**src/rtl/sbridge_pkg.sv**
```systemverilog
`timescale 1ns/1ps
package sbridge_pkg;
  localparam int PTR_LOAD_BYTES = 2;

  typedef enum logic [1:0] {
    SEL_PTR_LO = 2'b00,
    SEL_PTR_HI = 2'b01,
    SEL_CMD    = 2'b10,
    SEL_XFER   = 2'b11
  } sel_e;

  typedef enum logic [1:0] {
    MODE_IDLE = 2'd0,
    MODE_RD   = 2'd1,
    MODE_WR   = 2'd2
  } mode_e;

  typedef enum logic [2:0] {
    MS_IDLE = 3'd0,
    MS_RD   = 3'd1,
    MS_WSET = 3'd2,
    MS_WPUL = 3'd3,
    MS_WEND = 3'd4
  } mseq_e;
endpackage

```
**src/rtl/strobe_sync.sv**
```systemverilog
`timescale 1ns/1ps
// Brings the host strobe into the bridge clock and emits a one-cycle pulse per rising edge.
module strobe_sync #(
  parameter int SYNC_STAGES = 2
) (
  input  logic clk,
  input  logic rst,
  input  logic stb_in,
  output logic rise
);
  logic [SYNC_STAGES:0] chain;

  always_ff @(posedge clk) begin
    if (rst) begin
      chain <= '0;
      rise  <= 1'b0;
    end else begin
      chain <= {chain[SYNC_STAGES-1:0], stb_in};
      rise  <= chain[SYNC_STAGES-1] & ~chain[SYNC_STAGES];
    end
  end
endmodule

```
**src/rtl/ptr_unit.sv**
```systemverilog
`timescale 1ns/1ps
// Address pointer: byte-lane loads of the low part, upper bits cleared on load, +1 stepping.
module ptr_unit
  import sbridge_pkg::*;
#(
  parameter int PTR_W  = 19,
  parameter int BYTE_W = 8
) (
  input  logic                      clk,
  input  logic                      rst,
  input  logic [PTR_LOAD_BYTES-1:0] ld_en,
  input  logic [BYTE_W-1:0]         ld_byte,
  input  logic                      inc,
  output logic [PTR_W-1:0]          ptr
);
  localparam int LOAD_W = BYTE_W * PTR_LOAD_BYTES;
  localparam int HI_W   = PTR_W - LOAD_W;
  localparam logic [PTR_W-1:0] ONE = PTR_W'(1);

  logic [LOAD_W-1:0] lo_next;

  generate
    for (genvar g = 0; g < PTR_LOAD_BYTES; g++) begin : g_lane
      assign lo_next[g*BYTE_W +: BYTE_W] = ld_en[g] ? ld_byte : ptr[g*BYTE_W +: BYTE_W];
    end
  endgenerate

  always_ff @(posedge clk) begin
    if (rst) begin
      ptr <= '0;
    end else if (|ld_en) begin
      ptr <= {{HI_W{1'b0}}, lo_next};
    end else if (inc) begin
      ptr <= ptr + ONE;
    end
  end
endmodule

```
**src/rtl/mem_seq.sv**
```systemverilog
`timescale 1ns/1ps
// Drives one asynchronous SRAM access at a time with registered strobes.
module mem_seq
  import sbridge_pkg::*;
#(
  parameter int PTR_W   = 19,
  parameter int BYTE_W  = 8,
  parameter int RD_WAIT = 2
) (
  input  logic              clk,
  input  logic              rst,
  input  logic              rd_go,
  input  logic              wr_go,
  input  logic [BYTE_W-1:0] wr_byte,
  input  logic [PTR_W-1:0]  addr_i,
  input  logic [BYTE_W-1:0] mem_dq_i,
  output logic [PTR_W-1:0]  mem_addr,
  output logic [BYTE_W-1:0] mem_dq_o,
  output logic              mem_dq_oe,
  output logic              mem_ce_n,
  output logic              mem_oe_n,
  output logic              mem_we_n,
  output logic [BYTE_W-1:0] rd_byte,
  output logic              wr_done
);
  localparam int CNT_W = $clog2(RD_WAIT + 1);
  localparam logic [CNT_W-1:0] CNT_ONE = CNT_W'(1);

  mseq_e          state;
  logic [CNT_W-1:0] cnt;

  always_ff @(posedge clk) begin
    if (rst) begin
      state     <= MS_IDLE;
      cnt       <= '0;
      mem_addr  <= '0;
      mem_dq_o  <= '0;
      mem_dq_oe <= 1'b0;
      mem_ce_n  <= 1'b1;
      mem_oe_n  <= 1'b1;
      mem_we_n  <= 1'b1;
      rd_byte   <= '0;
      wr_done   <= 1'b0;
    end else begin
      wr_done <= 1'b0;
      unique case (state)
        MS_IDLE: begin
          if (rd_go) begin
            mem_addr <= addr_i;
            mem_ce_n <= 1'b0;
            mem_oe_n <= 1'b0;
            cnt      <= CNT_W'(RD_WAIT);
            state    <= MS_RD;
          end else if (wr_go) begin
            mem_addr  <= addr_i;
            mem_dq_o  <= wr_byte;
            mem_dq_oe <= 1'b1;
            mem_ce_n  <= 1'b0;
            state     <= MS_WSET;
          end
        end
        MS_RD: begin
          if (cnt == '0) begin
            rd_byte  <= mem_dq_i;
            mem_ce_n <= 1'b1;
            mem_oe_n <= 1'b1;
            state    <= MS_IDLE;
          end else begin
            cnt <= cnt - CNT_ONE;
          end
        end
        MS_WSET: begin
          mem_we_n <= 1'b0;
          state    <= MS_WPUL;
        end
        MS_WPUL: begin
          mem_we_n <= 1'b1;
          state    <= MS_WEND;
        end
        MS_WEND: begin
          mem_ce_n  <= 1'b1;
          mem_dq_oe <= 1'b0;
          wr_done   <= 1'b1;
          state     <= MS_IDLE;
        end
        default: state <= MS_IDLE;
      endcase
    end
  end
endmodule

```
**src/rtl/sram_stream_bridge.sv**
```systemverilog
`timescale 1ns/1ps
module sram_stream_bridge
  import sbridge_pkg::*;
#(
  parameter int PTR_W       = 19,
  parameter int BYTE_W      = 8,
  parameter int SYNC_STAGES = 2,
  parameter int RD_WAIT     = 2
) (
  input  logic              clk,
  input  logic              rst,
  input  logic              hst_stb,
  input  logic [1:0]        hst_sel,
  input  logic [BYTE_W-1:0] hst_data_i,
  output logic [BYTE_W-1:0] hst_data_o,
  output logic              hst_data_oe,
  output logic [PTR_W-1:0]  mem_addr,
  input  logic [BYTE_W-1:0] mem_dq_i,
  output logic [BYTE_W-1:0] mem_dq_o,
  output logic              mem_dq_oe,
  output logic              mem_ce_n,
  output logic              mem_oe_n,
  output logic              mem_we_n
);
  logic                      rise;
  mode_e                     mode;
  sel_e                      sel;
  logic                      fetch_q;
  logic                      oe_q;
  logic [PTR_LOAD_BYTES-1:0] ld_en;
  logic                      rd_step;
  logic                      wr_go;
  logic                      wr_done;
  logic [PTR_W-1:0]          ptr;

  assign sel = sel_e'(hst_sel);

  strobe_sync #(.SYNC_STAGES(SYNC_STAGES)) u_sync (
    .clk    (clk),
    .rst    (rst),
    .stb_in (hst_stb),
    .rise   (rise)
  );

  // Strobe decode
  assign ld_en[0] = rise && (sel == SEL_PTR_LO);
  assign ld_en[1] = rise && (sel == SEL_PTR_HI);
  assign rd_step  = rise && (sel == SEL_XFER) && (mode == MODE_RD);
  assign wr_go    = rise && (sel == SEL_XFER) && (mode == MODE_WR);

  always_ff @(posedge clk) begin
    if (rst) begin
      mode    <= MODE_IDLE;
      fetch_q <= 1'b0;
      oe_q    <= 1'b0;
    end else begin
      fetch_q <= 1'b0;
      if (rise) begin
        unique case (sel)
          SEL_PTR_LO, SEL_PTR_HI: mode <= MODE_IDLE;
          SEL_CMD: begin
            mode    <= hst_data_i[0] ? MODE_RD : MODE_WR;
            fetch_q <= hst_data_i[0];
          end
          SEL_XFER: if (mode == MODE_RD) fetch_q <= 1'b1;
          default: ;
        endcase
      end
      oe_q <= (mode == MODE_RD) && (sel == SEL_XFER);
    end
  end

  assign hst_data_oe = oe_q;

  ptr_unit #(.PTR_W(PTR_W), .BYTE_W(BYTE_W)) u_ptr (
    .clk     (clk),
    .rst     (rst),
    .ld_en   (ld_en),
    .ld_byte (hst_data_i),
    .inc     (rd_step | wr_done),
    .ptr     (ptr)
  );

  mem_seq #(.PTR_W(PTR_W), .BYTE_W(BYTE_W), .RD_WAIT(RD_WAIT)) u_seq (
    .clk       (clk),
    .rst       (rst),
    .rd_go     (fetch_q),
    .wr_go     (wr_go),
    .wr_byte   (hst_data_i),
    .addr_i    (ptr),
    .mem_dq_i  (mem_dq_i),
    .mem_addr  (mem_addr),
    .mem_dq_o  (mem_dq_o),
    .mem_dq_oe (mem_dq_oe),
    .mem_ce_n  (mem_ce_n),
    .mem_oe_n  (mem_oe_n),
    .mem_we_n  (mem_we_n),
    .rd_byte   (hst_data_o),
    .wr_done   (wr_done)
  );
endmodule

```
**config.mk**
```make
export PLATFORM = sky130hd
export DESIGN_NAME = sram_stream_bridge
export DESIGN_NICKNAME = d
export VERILOG_FILES = /design/src/rtl/sbridge_pkg.sv /design/src/rtl/strobe_sync.sv /design/src/rtl/ptr_unit.sv /design/src/rtl/mem_seq.sv /design/src/rtl/sram_stream_bridge.sv
export SDC_FILE = /design/constraint.sdc
export NUM_CORES = 1
export LEC_CHECK = 0
export BUFFER_PORTS_ARGS = -buffer_cell sky130_fd_sc_hd__buf_2
export CORE_MARGIN = 10
export CORE_UTILIZATION = 30
export CTS_BUF_LIST = sky130_fd_sc_hd__clkbuf_16
export CTS_CLUSTER_SIZE = 20
export DETAILED_ROUTE_END_ITERATION = 10
export GPL_TIMING_DRIVEN = 0
export PLACE_DENSITY = 0.58
export SLEW_MARGIN = 20
export SYNTH_ARGS = -nofsm -noshare
export SYNTH_HDL_FRONTEND = slang
export SYNTH_SLANG_ARGS = --single-unit
```
**constraint.sdc**
```tcl
create_clock -name clk -period 4.7 [get_ports clk]
set_clock_uncertainty 0.05 [all_clocks]
set_input_delay 0.94 -clock clk [delete_from_list [all_inputs] [get_ports clk]]
set_output_delay 0.94 -clock clk [all_outputs]
set_load 0.02 [all_outputs]
```
==> flow_summary.ini, run 1 <==
[sta]
finalWorstPathRequiredPeriod_ps = 2230
tightest_slew_ps = 784
finalHoldViolations = 0
fin_crit_sh_pct = 47.5
max_freq_ghz = 0.448
setup-violations-final = 0
tns_ps = 0
timing.final.max_slew_violations = 0
maxSlewHeadroom_pct = 47.4
rsz0062_at_grt = no
fin_ws_ps = 2470

[floorplan]
core_area_um2 = 11000
die_w_um = 127
die_h_um = 127
rows = 38
start_util_pct = 31.0
io_pins = 61
die-area_um2 = 16000

[power]
peakVddDrop_mv = 0.185
p_sw_w = 0.000285
power_frac_clock_pct = 51.2
internal-power_w = 0.00109
power_frac_comb_pct = 3.9
p_leak_nw = 1.61
p_sw_share_pct = 20.7
power_density_nw_per_um2 = 328
power_frac_seq_pct = 44.9

[clocking]
numCtsBuffers = 9
clock_latency_ps = 340
post_cts_buffers = 0
cts_sinks = 72
cts_max_level = 3
cts-root-buf = clkbuf_16
postCtsHoldBufs = 0
cts-resized-gates = 0
clock_path_buffers = 2
clk_pin_slew_ps = 50
cts_tree = done

[drt]
drc = 0
avgViaCountPerCell = 5.40
drt_wl_total_um = 10000
wire_per_inst_um = 16.5
vias = 3285
drtIter0Drc = 238
first_pass_iters = 5
ant_nets = 0

[synth]
synth_area_um2 = 3410
synth_edf_count = 0
yosys_warnings = 0
async_flop_share_pct = 0
synthTopCellsByCount = 72 x dfxtp_1, 33 x a21oi_1, 33 x nor2_1, 28 x nand3_1
synth_ff_type = dfxtp_1
syn-num-nets = 415
seq_area_frac_synth_pct = 42.3
ys_types = 71
synth.most_common_cell = dfxtp_1
yosysTopAreaCell = dfxtp_1
yosysTopAreaCellShare_pct = 42.3
syn_avg_cell_area_um2 = 8.69
netlist_top_cells_area = dfxtp_1 42%, mux2i_1 5.3%, a21oi_1 4.8%
ys_ff_latch = 72
netlist_instances = 392

[placement]
dp_hpwl_um = 7560
portBuffers = 60
pre_cts_ws_ps = 2150
gp_congestion = 0.864

[grt]
grt_pass1_wl_um = 16400
first_global_vias = 3193
grt_max_degree = 12
track_usage_pct = 12.3
grt-ovfl-total = 0
antenna_found_initial = 0

[critical_path]
worstPathMaxFanout = 10
crit_path_end_kind = register
crit_type = primary input to register
cp.arrival_ps = 2430
cp-start-kind = primary input
worstPathRequired_ps = 4890

[cells_and_area]
drive_gt1_share_pct = 20.9
layout.nets = 486
syn2layout_area_growth_pct = 22.9
num_antenna_cells = 0

[job]
max_cap_violations = 0

[run_status]
outcome = complete, no violations

[min_path]
hp-class = register to register
[cells in the final DEF, fill, tap and decap left out, types with 3 or more instances in the layout]
cell type	count
buf_2	64
and3_1	3
a211oi_1	4
nand4_1	5
a21oi_1	33
clkinv_1	3
nor2_1	33
o21ai_1	9
a31oi_1	4
inv_1	11
dfxtp_1	72
nand2b_1	4
o21ai_0	23
o41ai_1	3
o32ai_1	5
nor3_1	5
clkbuf_1	15
nand2_1	23
a22oi_1	5
and2_1	3
nor4_1	3
or4_1	3
clkbuf_8	3
clkbuf_16	9
nand3_1	28
mux2i_1	18
o31a_1	4
nor2b_1	9
a32o_1	4
or3_1	3
[worst paths after layout]
check / slack, ps / end / from / cells after the start
hold / removal: 340 / u_sync.rise$_SDFF_PP0_ / u_sync.chain[2]$_SDFF_PP0_ / 1
setup reg to reg: 2540 / u_ptr.ptr[12]$_SDFFE_PP0P_ / u_ptr.ptr[0]$_SDFFE_PP0P_ / 5
hold reg to reg: 340 / u_sync.rise$_SDFF_PP0_ / u_sync.chain[2]$_SDFF_PP0_ / 1
setup / recovery: 2470 / u_ptr.ptr[0]$_SDFFE_PP0P_ / hst_sel[0] / 6
[routing by layer]
layer,vias to the layer above,track usage [%],part of all wire [%]
met1,1539,16.4,49
li1,1605,-,-
met3,17,3.67,6.9
met2,124,18.1,43
met4,0,4.76,1.7
met5,-,0,0
[layout make-up]
type / instances / area [um^2]
fillers: 1155 / 6800
multi-input cells: 282 / 1770
flip-flops and latches: 72 / 1440
repair buffers: 60 / 300
clock buffers: 9 / 225
well taps: 140 / 175
plain buffers: 28 / 160
clock inverters: 7 / 78.8
inverters: 10 / 37.5
[worst max-delay path, stage by stage]
cell	delay, ps
buf_2	160
nand4b_1	270
a211oi_2	430
buf_2	280
a21oi_1	100
a311oi_1	250
[power by group through the flow]
stage	Combinational, W	Sequential (W)	Clock (W)
after floorplan	0.0000301	0.000629	0
after global placement	0.0000532	0.000629	0
after detailed placement	0.0000538	0.000629	0
after CTS	0.0000540	0.000616	0.000717
after global routing	0.0000596	0.000616	0.000749
final	0.0000541	0.000616	0.000702
[kinds of logic (layout without fill, tap and decap cells)]
group	after synthesis	in the layout	synth area share, %
AND/OR/NAND/NOR	139	139	21.5
AO/OA/AOI/OAI	122	122	24.0
flip-flops	72	72	42.3
buffers and inverters	38	114	5.80
multiplexers	19	19	5.62
adder cells (fa/ha/maj)	2	2	0.735
[per-stage QoR]
step | hold WS (ps) | instances | cell area (um^2) | util, % | power [W]
5_1_grt | 353 | 608 | 4190 | 38.1 | 0.00142
6_report | 338 | 608 | 4190 | 38.1 | 0.00137
3_3_place_gp | 326 | 592 | 3880 | 35.3 | 0.000682
4_1_cts | 344 | 608 | 4190 | 38.1 | 0.00139
2_1_floorplan | 317 | 392 | 3410 | - | 0.000659
3_5_place_dp | 336 | 592 | 3880 | 35.3 | 0.000683
[flip-flops by register name, indices dropped and copies added, names as in the netlist]
signal	cells
u_seq.cnt	2
u_sync.rise	1
u_seq.mem_dq_oe	1
u_seq.rd_byte	8
mode	2
u_seq.state	3
hst_data_oe	1
u_seq.mem_addr	19
fetch_q	1
u_seq.mem_ce_n	1
u_ptr.ptr	19
u_sync.chain	3
u_seq.wr_done	1
u_seq.mem_oe_n	1
u_seq.mem_dq_o	8
u_seq.mem_we_n	1
(Power assumes the default switching activity.)
==> run 2: changes to the inputs <==
==> constraint.sdc (replaced) <==
create_clock -name clk -period 2.2 [get_ports clk]
set_clock_uncertainty 0.05 [all_clocks]
set_input_delay 0.44 -clock clk [delete_from_list [all_inputs] [get_ports clk]]
set_output_delay 0.44 -clock clk [all_outputs]
set_load 0.02 [all_outputs]
==> run 2 against run 1 <==
Net effect:
- register-to-register slack got worse by 2400 ps
- die area unchanged
- highest routed layer unchanged
- flip-flop and latch count unchanged
- wire length about the same
- critical endpoint is now u_ptr.ptr[12]$_SDFFE_PP0P_
- sequential share of layout area about the same
- largest power group unchanged
==> flow_summary.ini, run 2 (synthesis results as in run 1) <==
[run_status]
outcome = complete, no violations

[cells_and_area]
drive_gt1_share_pct = 21.4
num-fill-cells = 1157
design_area_um2 = 4190
multi_input_area_um2 = 1770
num_antenna_cells = 0
largest_registers = u_ptr.ptr (19), u_seq.mem_addr (19)
layout.nets = 486
mostFrequentLayoutCells = 70 x dfxtp_1, 64 x buf_2, 33 x a21oi_1, 33 x nor2_1, 28 x nand3_1
utilization_pct = 38.2
syn2layout_area_growth_pct = 23.1
seqCellArea_um2 = 1440
final_common_cell = dfxtp_1

[critical_path]
startpoint = u_ptr.ptr[0]$_SDFFE_PP0P_
ff2ff_path_depth = 5
worstReg2RegStart = u_ptr.ptr[0]$_SDFFE_PP0P_
crit_type = register to register
worstPathMaxFanout = 8
r2r_setup_slack_ps = 160
crit_path_end_kind = register
worstPathRequired_ps = 2410
crit_end = u_ptr.ptr[12]$_SDFFE_PP0P_
cp-start-kind = register
timing.rr.end = u_ptr.ptr[12]$_SDFFE_PP0P_
cp.arrival_ps = 2250

[clocking]
cts-root-buf = clkbuf_16
post_cts_buffers = 0
clock_path_buffers = 2
cts-resized-gates = 0
postCtsHoldBufs = 0
cts_tree = done
cts_max_level = 3
numCtsBuffers = 9
cts_sinks = 72
clock_latency_ps = 340
clk_pin_slew_ps = 50

[sta]
fin_crit_sh_pct = 92.8
tns_ps = 0
timing.final.max_slew_violations = 0
finalHoldViolations = 0
rsz0062_at_grt = no
maxSlewHeadroom_pct = 59.8
max_freq_ghz = 0.490
tightest_slew_ps = 600
finalWorstPathRequiredPeriod_ps = 2040
setup-violations-final = 0
fin_ws_ps = 158

[drt]
vias = 3284
drtIter0Drc = 224
avgViaCountPerCell = 5.40
first_pass_iters = 5
drt_wl_total_um = 10000
drc = 0
ant_nets = 0
wire_per_inst_um = 16.5

[power]
power_frac_seq_pct = 44.9
power_frac_clock_pct = 51.2
peakVddDrop_mv = 0.394
p_total_w = 0.00293
p_leak_nw = 1.61
power_frac_comb_pct = 3.9
p_sw_share_pct = 20.7
internal-power_w = 0.00232
p_sw_w = 0.000608
power_density_nw_per_um2 = 699

[grt]
grt_pass1_wl_um = 16400
first_global_vias = 3193
met3_usage_pct = 3.67
met2_usage_pct = 18.1
grt_max_degree = 12
use_met1_pct = 16.4
antenna_found_initial = 0
grt-ovfl-total = 0
track_usage_pct = 12.3
busiest_layer = met2

[placement]
gp_congestion = 0.864
placed_area_um2 = 3880
pre_cts_ws_ps = 118
portBuffers = 60
dp_hpwl_um = 7560

[job]
max_cap_violations = 0

[floorplan]
rows = 38
die_h_um = 127
core_area_um2 = 11000
die_w_um = 127
die-area_um2 = 16000
io_pins = 61
start_util_pct = 31.0

[min_path]
hp-class = primary input to register
hold_depth = 2
## run 2: final cells by class
| type | instances | share of cell area (%) |
|---|---|---|
| Buffer | 28 | 3.82 |
| Clock buffer | 9 | 5.37 |
| Clock inverter | 7 | 1.88 |
| Inverter | 10 | 0.895 |
| Multi-Input combinational cell | 282 | 42.3 |
| Sequential cell | 72 | 34.4 |
| Tap cell | 140 | 4.18 |
| Timing Repair Buffer | 60 | 7.16 |
## run 2: critical path, stage by stage, from the launching register on
cell,delay [ps]
dfxtp_2,400
ha_1,260
nand3_2,150
or4_4,580
a2111o_1,350
a31oi_1,170
## run 2: power groups by stage
stage | sequential [W] | clock [W] | combinational (W)
global route | 0.00132 | 0.00160 | 0.000127
finish | 0.00132 | 0.00150 | 0.000116
global placement | 0.00134 | 0 | 0.000114
CTS | 0.00132 | 0.00153 | 0.000115
detailed placement | 0.00134 | 0 | 0.000115
floorplan | 0.00134 | 0 | 0.0000643
## run 2: stage by stage
step	hold slack [ps]	cells
after floorplan	317	392
after CTS	258	608
after detailed placement	336	592
after global routing	260	608
after global placement	326	592
final	263	608
## run 2: worst min path at each step
stage | startpoint | end
2_1_floorplan | u_sync.chain[2]$_SDFF_PP0_ | u_sync.rise$_SDFF_PP0_
3_3_place_gp | u_sync.chain[2]$_SDFF_PP0_ | u_sync.rise$_SDFF_PP0_
3_5_place_dp | u_sync.chain[2]$_SDFF_PP0_ | u_sync.rise$_SDFF_PP0_
4_1_cts | hst_stb | u_sync.chain[0]$_SDFF_PP0_
5_1_grt | hst_stb | u_sync.chain[0]$_SDFF_PP0_
6_report | hst_stb | u_sync.chain[0]$_SDFF_PP0_
## run 2: metal layers
metal,wire length (um),vias up
met5,0,-
met1,4900,1549
li1,-,1603
met4,164,0
met2,4330,118
met3,654,14
==> run 3: changes to the inputs <==
--- a/config.mk
+++ b/config.mk
@@ -16,4 +16,5 @@
 export SLEW_MARGIN = 20
 export SYNTH_ARGS = -nofsm -noshare
 export SYNTH_HDL_FRONTEND = slang
+export SYNTH_HIERARCHICAL = 1
 export SYNTH_SLANG_ARGS = --single-unit
==> run 3 against run 2 <==
Net effect:
- design area up 4.1%
- flip-flop and latch count unchanged
- global-route usage decreased by 1.0 points
- register-to-register slack worse by 70 ps
- cell count down 0.16%
- largest power group unchanged
- wire length is 6.5% lower
- sequential share of layout area shrank 1.4 points
- area after synthesis increased by 3.7%
- critical path type unchanged
- critical path depth is 2 higher
- via count shrank 8.4%
==> flow_summary.ini, run 3 <==
[synth]
async_flop_share_pct = 0
netlist_instances = 384
yosysTopAreaCell = dfxtp_1
seq_area_frac_synth_pct = 40.8
synth_ff_type = dfxtp_1
synth.most_common_cell = dfxtp_1
ys_ff_latch = 72
netlist_top_cells_area = dfxtp_1 41%, mux2i_1 11%, nand2b_1 11%
ys_types = 61
syn-num-nets = 407
synthTopCellsByCount = 72 x dfxtp_1, 62 x nand2b_1, 39 x mux2i_1, 26 x nor2_1, 19 x nand2_1
synth_edf_count = 0
synth_area_um2 = 3530
syn_avg_cell_area_um2 = 9.20
yosysTopAreaCellShare_pct = 40.8
yosys_warnings = 6

[sta]
setup-violations-final = 0
fin_crit_sh_pct = 96.0
finalHoldViolations = 0
timing.final.max_slew_violations = 0
tightest_slew_ps = 806
finalWorstPathRequiredPeriod_ps = 2110
rsz0062_at_grt = no
maxSlewHeadroom_pct = 46.1
tns_ps = 0
max_freq_ghz = 0.474
fin_hold_ws_ps = 282

[clocking]
cts_sinks = 72
cts_tree = done
clk_pin_slew_ps = 60
clock_latency_ps = 330
numCtsBuffers = 9
cts-root-buf = clkbuf_16
clock_path_buffers = 2
cts_max_level = 3

[critical_path]
worstPathRequired_ps = 2410
cp-start-kind = register
worstPathMaxFanout = 5
cp.arrival_ps = 2320
ff2ff_path_depth = 7
crit_type = register to register
crit_path_end_kind = register

[cells_and_area]
mostFrequentLayoutCells = 72 x dfxtp_1, 65 x buf_2, 62 x nand2b_1
num-fill-cells = 1141
layout.nets = 482
syn2layout_area_growth_pct = 23.5
stdcell_count = 607
utilization_pct = 38.1
num_antenna_cells = 0
drive_gt1_share_pct = 24.1
largest_registers = u_ptr/ptr (19), u_seq/mem_addr (19)
final_common_cell = dfxtp_1

[placement]
gp_congestion = 0.856
dp_hpwl_um = 6950
dp_cells = 587
portBuffers = 60

[power]
power_density_nw_per_um2 = 670
peakVddDrop_mv = 0.285
p_leak_nw = 1.61
p_total_w = 0.00292

[grt]
first_global_vias = 2878
grt_pass1_wl_um = 15100
grt_max_degree = 14
grt-ovfl-total = 0
antenna_found_initial = 0
track_usage_pct = 11.3

[drt]
drtIter0Drc = 251
drc = 0
vias = 3007
drt_wl_total_um = 9400
avgViaCountPerCell = 4.95
first_pass_iters = 5
wire_per_inst_um = 15.5
ant_nets = 0

[floorplan]
die-area_um2 = 16500
core_area_um2 = 11500
io_pins = 61
start_util_pct = 30.8
rows = 39
die_h_um = 129
die_w_um = 129

[job]
max_cap_violations = 0

[run_status]
outcome = complete, no violations

[min_path]
hp-class = primary input to register
hold_depth = 2
## run 3: cell types whose count changed after synthesis, moves of 5 or more
cell | previous run | this run
clkbuf_1 | 15 | 10
o21ai_1 | 9 | 0
a21oi_1 | 33 | 11
nand2b_1 | 4 | 62
o21ai_0 | 23 | 9
mux2i_1 | 18 | 39
nand3_1 | 28 | 9
nor2_1 | 33 | 26
## run 3: cell families after synthesis
family / synth area share [%]
AND/OR/NAND/NOR: 28.7
flip-flops: 40.8
AO/OA/AOI/OAI: 12.2
multiplexers: 11.0
buffers and inverters: 5.56
XOR/XNOR: 0.991
adder cells (fa/ha/maj): 0.708
## run 3: layer usage
layer	track usage [%]	routed length [um]	share of wire [%]	up-vias
met4	4.58	146	1.6	0
met1	14.1	4290	46	1404
met3	3.24	501	5.3	8
met5	0	0	0	-
met2	17.9	4460	47	85
li1	-	-	-	1510
## run 3: area by class of cell
cell class                      instances  area (um^2)  share of cell area, %
Buffer                                 24          164                   3.75
Clock buffer                            9          225                   5.16
Clock inverter                          7         72.6                   1.66
Inverter                                9         33.8                  0.774
Multi-Input combinational cell        279         1920                   44.0
Sequential cell                        72         1440                   33.0
Tap cell                              143          179                   4.10
Timing Repair Buffer                   64          330                   7.57
## run 3: metrics by stage
step / area [um^2] / setup WS [ps]
2_1_floorplan: 3530 / 191
3_3_place_gp: 4010 / -434
3_5_place_dp: 4010 / -433
4_1_cts: 4340 / 33.5
5_1_grt: 4370 / 0.636
6_report: 4370 / 88.5
## run 3: final timing paths
kind / startpoint / to / slack [ps]
max: mode[0]$_SDFFE_PP0P_ / u_ptr/ptr[8]$_SDFFE_PP0P_ / 90
max reg2reg: mode[0]$_SDFFE_PP0P_ / u_ptr/ptr[8]$_SDFFE_PP0P_ / 90
min reg2reg: u_sync/chain[2]$_SDFF_PP0_ / u_sync/rise$_SDFF_PP0_ / 350
min: hst_stb / u_sync/chain[0]$_SDFF_PP0_ / 280
## run 3: repair_timing
item / 4_1_cts / 5_1_grt
buffers inserted: 1 / 3
hold buffers: 0 / 0
pin swaps: 1 / 1
endpoints found under the setup margin: 10 / 13
resized for setup: 2 / 4
## run 3: power breakdown
part           switching [W]  total [W]  internal (W)  leakage, nW
logic              0.0000793   0.000144     0.0000645        0.884
registers          0.0000271    0.00135       0.00132        0.581
clock network       0.000555    0.00143      0.000876        0.141
total               0.000661    0.00292       0.00226         1.61
## run 3: critical path, stage by stage, from the launching register on
cell and delay [ps]:
dfxtp_1 350, inv_1 100, o41ai_4 380, buf_4 210, or4b_2 590, nor3_1 150, a31oi_1 70, a21oi_1 150
